File: config.mk
export PLATFORM = sky130hd
export DESIGN_NAME = dac_cache_engine
export DESIGN_NICKNAME = d
export VERILOG_FILES = /design/src/rtl/dce_pkg.sv /design/src/rtl/dce_calc.sv /design/src/rtl/dce_pick.sv /design/src/rtl/dac_cache_engine.sv
export SDC_FILE = /design/constraint.sdc
export NUM_CORES = 1
export LEC_CHECK = 0
export BUFFER_PORTS_ARGS = -buffer_cell sky130_fd_sc_hd__buf_4
export CAP_MARGIN = 20
export CELL_PAD_IN_SITES_DETAIL_PLACEMENT = 1
export CELL_PAD_IN_SITES_GLOBAL_PLACEMENT = 1
export CORE_MARGIN = 2
export CORE_UTILIZATION = 25
export DETAILED_ROUTE_END_ITERATION = 10
export PLACE_DENSITY_LB_ADDON = 0.15
export SETUP_SLACK_MARGIN = 0.3
export SLEW_MARGIN = 0
export SYNTH_ARGS = -nofsm -noshare
export SYNTH_HDL_FRONTEND = slang
export SYNTH_SLANG_ARGS = --single-unit
File: constraint.sdc
create_clock -name clk -period 21.5 [get_ports clk]
set_clock_uncertainty 0.2 [all_clocks]
set_input_delay 1.075 -clock clk [delete_from_list [all_inputs] [get_ports clk]]
set_output_delay 1.075 -clock clk [all_outputs]
set_load 0.01 [all_outputs]
File: src/rtl/dce_pkg.sv
package dce_pkg;
    typedef enum logic [1:0] {
        REG_RAW  = 2'd0,
        REG_GAIN = 2'd1,
        REG_OFFS = 2'd2,
        REG_NONE = 2'd3
    } reg_sel_e;
endpackage

File: src/rtl/dce_calc.sv
module dce_calc #(
    parameter int DW = 16
) (
    input  logic [DW-1:0] raw_i,
    input  logic [DW-1:0] gain_i,
    input  logic [DW-1:0] offs_i,
    output logic [DW-1:0] code_o
);
    localparam int PW = 2*DW + 1;
    localparam int SW = 2*DW + 2;
    localparam logic [SW-1:0] MID = SW'(1) << (DW-1);

    logic [DW:0]   gain_p1;
    logic [PW-1:0] prod;
    logic [SW-1:0] sum;

    always_comb begin
        gain_p1 = {1'b0, gain_i} + {{DW{1'b0}}, 1'b1};
        prod    = {{DW{1'b0}}, gain_p1} * {{(DW+1){1'b0}}, raw_i};
        sum     = {1'b0, prod >> DW} + {{(DW+2){1'b0}}, offs_i} - MID;
        if (sum[SW-1]) begin
            code_o = '0;
        end else if (|sum[SW-2:DW]) begin
            code_o = '1;
        end else begin
            code_o = sum[DW-1:0];
        end
    end
endmodule

File: src/rtl/dce_pick.sv
module dce_pick #(
    parameter int NCH = 4,
    parameter int CHW = $clog2(NCH)
) (
    input  logic [NCH-1:0] req_i,
    output logic           any_o,
    output logic [CHW-1:0] idx_o
);
    always_comb begin
        any_o = |req_i;
        idx_o = '0;
        for (int i = NCH-1; i >= 0; i--) begin
            if (req_i[i]) idx_o = CHW'(i);
        end
    end
endmodule

File: src/rtl/dac_cache_engine.sv
module dac_cache_engine
    import dce_pkg::*;
#(
    parameter int NCH      = 4,
    parameter int DW       = 16,
    parameter int CALC_CYC = 4,
    localparam int CHW     = $clog2(NCH)
) (
    input  logic              clk,
    input  logic              rst_n,
    input  logic              wr_en,
    input  logic [CHW-1:0]    wr_ch,
    input  logic [1:0]        wr_sel,
    input  logic [DW-1:0]     wr_data,
    input  logic              sel_en,
    input  logic [CHW-1:0]    sel_ch,
    input  logic              load_n,
    input  logic              busy_in,
    output logic              busy_drive_o,
    output logic [NCH*DW-1:0] dac_out
);
    localparam int CW = $clog2(CALC_CYC + 1);

    typedef struct packed {
        logic [NCH-1:0][DW-1:0] raw;
        logic [NCH-1:0][DW-1:0] gain;
        logic [NCH-1:0][DW-1:0] offs;
        logic [NCH-1:0][DW-1:0] cache;
        logic [NCH-1:0][DW-1:0] outc;
        logic [NCH-1:0]         queued;
        logic [NCH-1:0]         armed;
        logic                   running;
        logic [CHW-1:0]         cur;
        logic [CW-1:0]          cnt;
        logic                   load_held;
        logic                   drive;
    } state_t;

    function automatic state_t reset_state();
        state_t s;
        s = '0;
        for (int i = 0; i < NCH; i++) begin
            s.gain[i] = '1;
            s.offs[i] = DW'(1) << (DW-1);
        end
        return s;
    endfunction

    state_t st_d, st_q;

    logic          pick_any;
    logic [CHW-1:0] pick_idx;
    logic [DW-1:0] calc_code;

    dce_pick #(.NCH(NCH), .CHW(CHW)) u_pick (
        .req_i (st_q.queued),
        .any_o (pick_any),
        .idx_o (pick_idx)
    );

    dce_calc #(.DW(DW)) u_calc (
        .raw_i  (st_q.raw[st_q.cur]),
        .gain_i (st_q.gain[st_q.cur]),
        .offs_i (st_q.offs[st_q.cur]),
        .code_o (calc_code)
    );

    logic finish_d;
    logic load_req_d;
    logic apply_d;

    always_comb begin
        st_d = st_q;

        // sequential calculation on the shared multiplier
        finish_d = st_q.running && (st_q.cnt == '0);
        if (finish_d) begin
            st_d.cache[st_q.cur] = calc_code;
            st_d.running         = 1'b0;
        end else if (st_q.running) begin
            st_d.cnt = st_q.cnt - CW'(1);
        end
        if ((!st_q.running || finish_d) && pick_any) begin
            st_d.running          = 1'b1;
            st_d.cur              = pick_idx;
            st_d.cnt              = CW'(CALC_CYC - 1);
            st_d.queued[pick_idx] = 1'b0;
        end

        // register writes (a raw write queues its channel)
        if (wr_en) begin
            case (reg_sel_e'(wr_sel))
                REG_RAW: begin
                    st_d.raw[wr_ch]    = wr_data;
                    st_d.queued[wr_ch] = 1'b1;
                end
                REG_GAIN: st_d.gain[wr_ch] = wr_data;
                REG_OFFS: st_d.offs[wr_ch] = wr_data;
                default:  ;
            endcase
        end

        // load latching and output transfer
        load_req_d     = st_q.load_held || !load_n;
        apply_d        = load_req_d && !st_q.drive && busy_in;
        st_d.load_held = load_req_d && !apply_d;
        if (apply_d) begin
            for (int i = 0; i < NCH; i++) begin
                if (st_q.armed[i]) st_d.outc[i] = st_q.cache[i];
            end
            st_d.armed = '0;
        end
        if (sel_en) st_d.armed[sel_ch] = 1'b1;

        st_d.drive = wr_en || (|st_d.queued) || st_d.running;
    end

    always_ff @(posedge clk or negedge rst_n) begin
        if (!rst_n) begin
            st_q <= reset_state();
        end else begin
            st_q <= st_d;
        end
    end

    assign busy_drive_o = st_q.drive;

    for (genvar g = 0; g < NCH; g++) begin : g_out
        assign dac_out[g*DW +: DW] = st_q.outc[g];
    end
endmodule

## After elaboration in Yosys (flattened, before gate mapping)

Index checks and enable logic that the tools add are counted.

| word-level totals | value |
|---|---|
| word-level logic and storage cells | 113 |
| output and inout bits | 65 |
| input port bits | 28 |
| register bits | 336 |

| operators by class | value |
|---|---|
| multiply operators | 1 |
| eq/ne operators | 3 |
| reduce and logical (&&, ||, !) cells | 31 |
| bitwise logic cells | 4 |
| add/sub/neg operators | 4 |
| multiplexer cells | 35 |
| magnitude comparators | 8 |

Operator list:

| cell | count |
|---|---|
| 64-bit bitwise mux | 4 |
| 16-bit 2-to-1 mux | 7 |
| 16-bit binary-select mux with 2-bit select | 3 |
| 16-bit demux with 2-bit select | 2 |
| 34-bit by 16-bit subtractor with 34-bit output, second input constant | 1 |
| 17-bit by 16-bit multiplier with 33-bit output | 1 |
| 4-bit 2-to-1 mux | 5 |
| 17-bit by 16-bit adder with 18-bit output | 1 |
| 16-bit by 1-bit adder with 17-bit output, second input constant | 1 |
| 17-bit OR reduction | 1 |
| 2-bit AND reduction | 8 |
| 2-bit by 3-bit < comparator with 1-bit output, second input constant | 4 |
| 1-bit logical AND | 9 |
| 2-bit by 1-bit >= comparator with 1-bit output, second input constant | 4 |
| 2-bit 2-to-1 mux | 4 |
| 4-bit OR | 2 |
| 4-bit OR reduction | 2 |
| 1-bit demux with 2-bit select | 3 |
| 3-bit 2-to-1 mux | 2 |
| 6-bit 2-to-1 mux | 1 |
| 4-bit AND | 1 |
| 1-bit zero test | 4 |
| 1-bit logical OR | 4 |
| 1-bit 2-to-1 mux | 4 |
| 8 further kinds | 8 |

## Depth between registers and ports, before layout

| logic depth | value |
|---|---|
| depth after elaboration | 17 |
| depth in mapped cells | 45 |

## Modules after synthesis

Synthesis repeated with hierarchy kept, for this count alone.

| unflattened totals | value |
|---|---|
| cells, all modules | 2061 |
| area, all modules | 24604.8 µm² |

Modules (own cells, without submodules):

| module | cells each | instances | area an instance (µm²) |
|---|---|---|---|
| dac_cache_engine | 896 | 1 | 14513.9 |
| dce_calc | 1158 | 1 | 10055.9 |
| dce_pick | 7 | 1 | 35.0 |

## Worst setup path after synthesis

Ideal clock, no wire load.

| timing path | value |
|---|---|
| path kind | reg-to-reg |
| start point | reg st_q[5] (netlist bit) |
| end point | reg st_q[119] (netlist bit) |
| slack | 10.803 ns |
| setup time | 0.083 ns |
| cell stages (with the launch flop) | 46 |
| arrival time | 10.414 ns |
| data required time | 21.217 ns |
| buffers on the path | 8 |
| clock period less this slack | 10.697 ns |
| path through | dfrtp_1 -> buf_6 -> buf_4 -> buf_2 -> clkbuf_1 -> buf_1 -> nand2_1 -> o21ai_1 -> clkbuf_1 -> nor2_1 -> fa_1 -> inv_1 -> fa_1 -> inv_1 -> fa_1 -> inv_1 -> fa_1 -> inv_1 -> [... 10 more ...] -> o21bai_1 -> a21oi_1 -> xnor2_1 -> ha_1 -> clkbuf_1 -> nand2_1 -> o21ai_0 -> or3_1 -> o211ai_1 -> a21oi_1 -> o21a_1 -> or2_2 -> ha_1 -> ha_1 -> clkbuf_1 -> a2111oi_4 -> a21oi_2 -> o21ai_0 |

| on the way | value |
|---|---|
| word-level cells in the longest chain between the ends | 10 |

RTL lines:

| item | RTL line | RTL |
|---|---|---|
| start: declaration | dac_cache_engine.sv:49 | `state_t st_d, st_q;` |
| start signal: assignment | dac_cache_engine.sv:120 | `st_q <= reset_state();` |
| start signal: assignment | dac_cache_engine.sv:122 | `st_q <= st_d;` |
| 16-bit binary-select mux with 2-bit select | dac_cache_engine.sv:63 | `.gain_i (st_q.gain[st_q.cur]),` |
| 16-bit 2-to-1 mux (not written as such) | dac_cache_engine.sv:63 |  |
| 16-bit by 1-bit adder with 17-bit output | dce_calc.sv:18 | `gain_p1 = {1'b0, gain_i} + {{DW{1'b0}}, 1'b1};` |
| 17-bit by 16-bit multiplier with 33-bit output | dce_calc.sv:19 | `prod = {{DW{1'b0}}, gain_p1} * {{(DW+1){1'b0}}, raw_i};` |
| 17-bit by 16-bit adder with 18-bit output | dce_calc.sv:20 | `sum = {1'b0, prod >> DW} + {{(DW+2){1'b0}}, offs_i} - MID;` |
| 34-bit by 16-bit subtractor with 34-bit output | dce_calc.sv:20 |  |
| 17-bit OR reduction | dce_calc.sv:23 | `end else if (\|sum[SW-2:DW]) begin` |
| 16-bit 2-to-1 mux | dce_calc.sv:23 |  |
| 16-bit 2-to-1 mux | dce_calc.sv:21 | `if (sum[SW-1]) begin` |
| 64-bit bitwise mux (*) | dac_cache_engine.sv:78 | `st_d.cache[st_q.cur] = calc_code;` |

Mark *: on every way between the ends. The rest lies on a longest branch, timed or not. The select of a mux whose other input is x is not followed.
A chain may end at the register's enable or synchronous reset.

## Final worst setup path

| timing path | value |
|---|---|
| start point | reg st_q[5] (netlist bit) |
| end point | reg st_q[117] (netlist bit) |

Same word-level chain as after synthesis.

==> impl_metrics.sql <==
INSERT INTO impl_metrics (metric_group, metric, value, unit) VALUES
('status', 'outcome', 'complete, no violations', ''),
('grt', 'grt_antenna_before_repair', '2', ''),
('worst_setup_path', 'timing.critical_path.from_type', 'flip-flop', ''),
('drt', 'post-route-drc-count', '0', ''),
('worst_setup_path', 'critical_path.slowest_cell', 'a211oi_1', ''),
('layout', 'layout-area-overhead-vs-synth', '12.8', '%'),
('clock_network', 'clock_sink_count', '336', ''),
('grt', 'grt.total_usage', '15.2', '%'),
('place', 'placed_cells', '3378', ''),
('layout', 'fin_util', '28.5', '%'),
('floorplan', 'die_y', '314', 'um'),
('timing', 'tns', '0', 'ns'),
('worst_setup_path', 'setup.worst_path.end_class', 'flip-flop', ''),
('clock_network', 'cts-root-to-sink-buffers', '3', ''),
('place', 'dp.final_hpwl', '54.3', 'mm'),
('synth', 'mappedNetlistArea', '0.0240', 'mm2'),
('synth', 'synth_top_area_share', '27.9', '%'),
('timing', 'timing.final.setup_violations', '0', ''),
('worst_setup_path', 'setup.worst_path.class', 'flip-flop to flip-flop', ''),
('floorplan', 'initial_utilization', '25.3', '%'),
('floorplan', 'die-area', '0.0986', 'mm2'),
('synth', 'synth_area_leaders', 'dfrtp_1, fa_1, mux2_2, dfstp_2, ha_1', ''),
('synth', 'postSynthCellCount', '2152', ''),
('clock_network', 'cts_post_setup_buffers_inserted', '0', ''),
('clock_network', 'clkTransAtPathRegs', '0.06', 'ns'),
('timing', 'max_slew.worst_pin.slew', '1.09', 'ns'),
('timing', 'layout_worst_path_cycle_share', '62.8', '%'),
('synth', 'synth.yosys.warnings', '0', ''),
('clock_network', 'hold_buffer_count_at_cts', '0', ''),
('drt', 'post_drt_via_cell_ratio', '4.50', ''),
('worst_setup_path', 'critical_path.max_fanout', '32', ''),
('floorplan', 'coreArea', '0.0952', 'mm2'),
('floorplan', 'design.portCount', '93', ''),
('synth', 'synth_fp_nets', '2512', ''),
('timing', 'minimum_period_implied_by_the_final_worst_setup_slack', '13.50', 'ns'),
('grt', 'globalRoute.totalOverflow', '0', ''),
('synth', 'count_of_flip_flops_with_a_built_in_enable_after_synthesis', '0', ''),
('worst_setup_path', 'reg2reg_from', 'st_q[5]$_DFFE_PN0P_', ''),
('hold_path', 'hold_path.startpoint', 'st_q[122]$_DFFE_PN0P_', ''),
('hold_path', 'hold_class', 'flip-flop to flip-flop', ''),
('synth', 'yosysMostFrequentCell', 'dfrtp_1', ''),
('grt', 'grt_start_max_net_pins', '104', ''),
('drt', 'antenna_violating_nets_post_route', '0', ''),
('synth', 'postSynthRegisterBits', '336', ''),
('drt', 'routed-via-count', '15562', ''),
('worst_setup_path', 'critical_path.max_stage_delay', '1.00', 'ns'),
('timing', 'final_max_slew_viol_count', '0', ''),
('worst_setup_path', 'cp_common_cell', 'fa_1', ''),
('timing', 'setup_repair_after_global_routing_missed_its_margin', 'false', ''),
('worst_setup_path', 'timing.reg2reg.worst_path_depth', '38', ''),
('clock_network', 'tritoncts.num_buffers', '40', ''),
('hold_path', 'holdPathStages', '2', ''),
('synth', 'synthArstFlopShare', '100', '%'),
('layout', 'final_layout_size_suffix_gt1_share', '26.9', '%'),
('grt', 'grt_pass1_wl', '113', 'mm'),
('layout', 'final_net_count', '2519', ''),
('timing', 'fmax', '74.1', 'MHz'),
('drt', 'drt-wirelength-per-cell', '21.4', 'um'),
('worst_setup_path', 'worst-r2r-setup-slack', '8.00', 'ns'),
('place', 'gpl.final_weighted_congestion', '0.809', ''),
('run', 'max-cap-violations', '0', ''),
('place', 'port-buffer-count', '92', ''),
('layout', 'layout.cells.non_filler', '3457', ''),
('synth', 'yosys-top-cells-count', 'dfrtp_1, mux2_2, inv_1', ''),
('timing', 'timing.slew.headroom', '27.3', '%'),
('drt', 'post_detailed_routing_wire_length', '74.1', 'mm'),
('synth', 'synth.largest_area_cell', 'dfrtp_1', ''),
('timing', 'timing_hold_violations_final', '0', ''),
('worst_setup_path', 'cp.required', '21.69', 'ns'),
('synth', 'ys.flop_type', 'dfrtp_1', ''),
('drt', 'detail_route.first_pass.iterations', '4', '');
kinds of logic (layout without fill, tap and decap cells):
logic type,Yosys count,count (layout),synth area share (%)
and+or+nand+nor,501,501,9.42
DFF,336,336,35.3
muxes,312,312,16.5
buffers and inverters,420,459,7.68
adders and majority gates,332,332,23.8
AOI/OAI and AO/OA,197,197,5.28
xor gates and xnor gates,54,54,2.00
other,0,1,0
cell usage in the layout (no fill, tap or decap), types with 5 or more instances in the layout:
cell type / n
a211oi_1: 11
a21oi_1: 45
a21oi_2: 5
and2_1: 42
and3_1: 8
buf_4: 121
clkbuf_1: 13
clkbuf_16: 41
clkbuf_8: 10
clkinv_2: 5
dfrtp_1: 266
dfstp_2: 68
fa_1: 208
ha_1: 124
inv_1: 259
mux2_2: 263
mux2i_1: 8
mux4_2: 41
nand2_1: 244
nand2b_1: 19
nand3_1: 19
nand3b_1: 5
nand4_1: 5
nor2_1: 103
nor2b_1: 19
nor3_1: 12
o21a_1: 6
o21ai_0: 69
o21ai_1: 18
or2_2: 9
or3_1: 6
xnor2_1: 28
xor2_1: 22
metal layers:
| layer | track usage, % | wire [um] | vias to the layer above |
|---|---|---|---|
| met5 | 0 | 0 | - |
| met1 | 20.9 | 35200 | 8341 |
| li1 | - | - | 6992 |
| met3 | 2.13 | 1980 | 66 |
| met2 | 25.6 | 35800 | 163 |
| met4 | 3.01 | 1170 | 0 |
state kept, by name, summed over array words and instances (netlist names):
| signal | flops |
|---|---|
| busy_drive_o | 1 |
| dac_out | 64 |
| st_q | 271 |
per-stage QoR:
step,hold WS (ns),cell area (um2),worst slack (ns)
4_1_cts,0.279,27000,8.07
5_1_grt,0.289,27100,7.24
6_report,0.275,27100,8.00
3_5_place_dp,0.266,25700,8.08
3_3_place_gp,0.258,25700,8.15
2_1_floorplan,0.240,24000,10.80
cell type report:
| type | instances | area [um2] |
|---|---|---|
| Tap cell | 1265 | 1580 |
| Timing Repair Buffer | 126 | 1010 |
| Clock inverter | 10 | 111 |
| Clock buffer | 64 | 1210 |
| Inverter | 259 | 972 |
| Multi-Input combinational cell | 1396 | 13700 |
| Fill cell | 10519 | 68000 |
| Antenna cell | 1 | 2.50 |
| Sequential cell | 336 | 8500 |
critical path, delay by kind of cell (launching register included):
kind / cells / cell delay (ns)
adder cells (fa/ha/maj): 11 / 4.65
AO/OA/AOI/OAI: 12 / 4.13
AND/OR/NAND/NOR: 7 / 1.42
XOR/XNOR: 3 / 1.08
flip-flops: 1 / 0.81
multiplexers: 1 / 0.70
buffers and inverters: 4 / 0.32
worst max-delay path by stage:
stage	end	depth (start not counted)	from	slack [ns]
detailed placement	st_q[133]$_DFFE_PN0P_	38	st_q[5]$_DFFE_PN0P_	8.08
CTS	st_q[117]$_DFFE_PN0P_	40	st_q[5]$_DFFE_PN0P_	8.07
finish	st_q[117]$_DFFE_PN0P_	38	st_q[5]$_DFFE_PN0P_	8.00
global placement	st_q[117]$_DFFE_PN0P_	40	st_q[5]$_DFFE_PN0P_	8.15
global route	st_q[101]$_DFFE_PN0P_	38	st_q[5]$_DFFE_PN0P_	7.24
floorplan	st_q[119]$_DFFE_PN0P_	45	st_q[5]$_DFFE_PN0P_	10.80
Power is left out: the tool's default activity adds up to more than one toggle a clock period on the data nets, which glitch-free logic cannot reach.
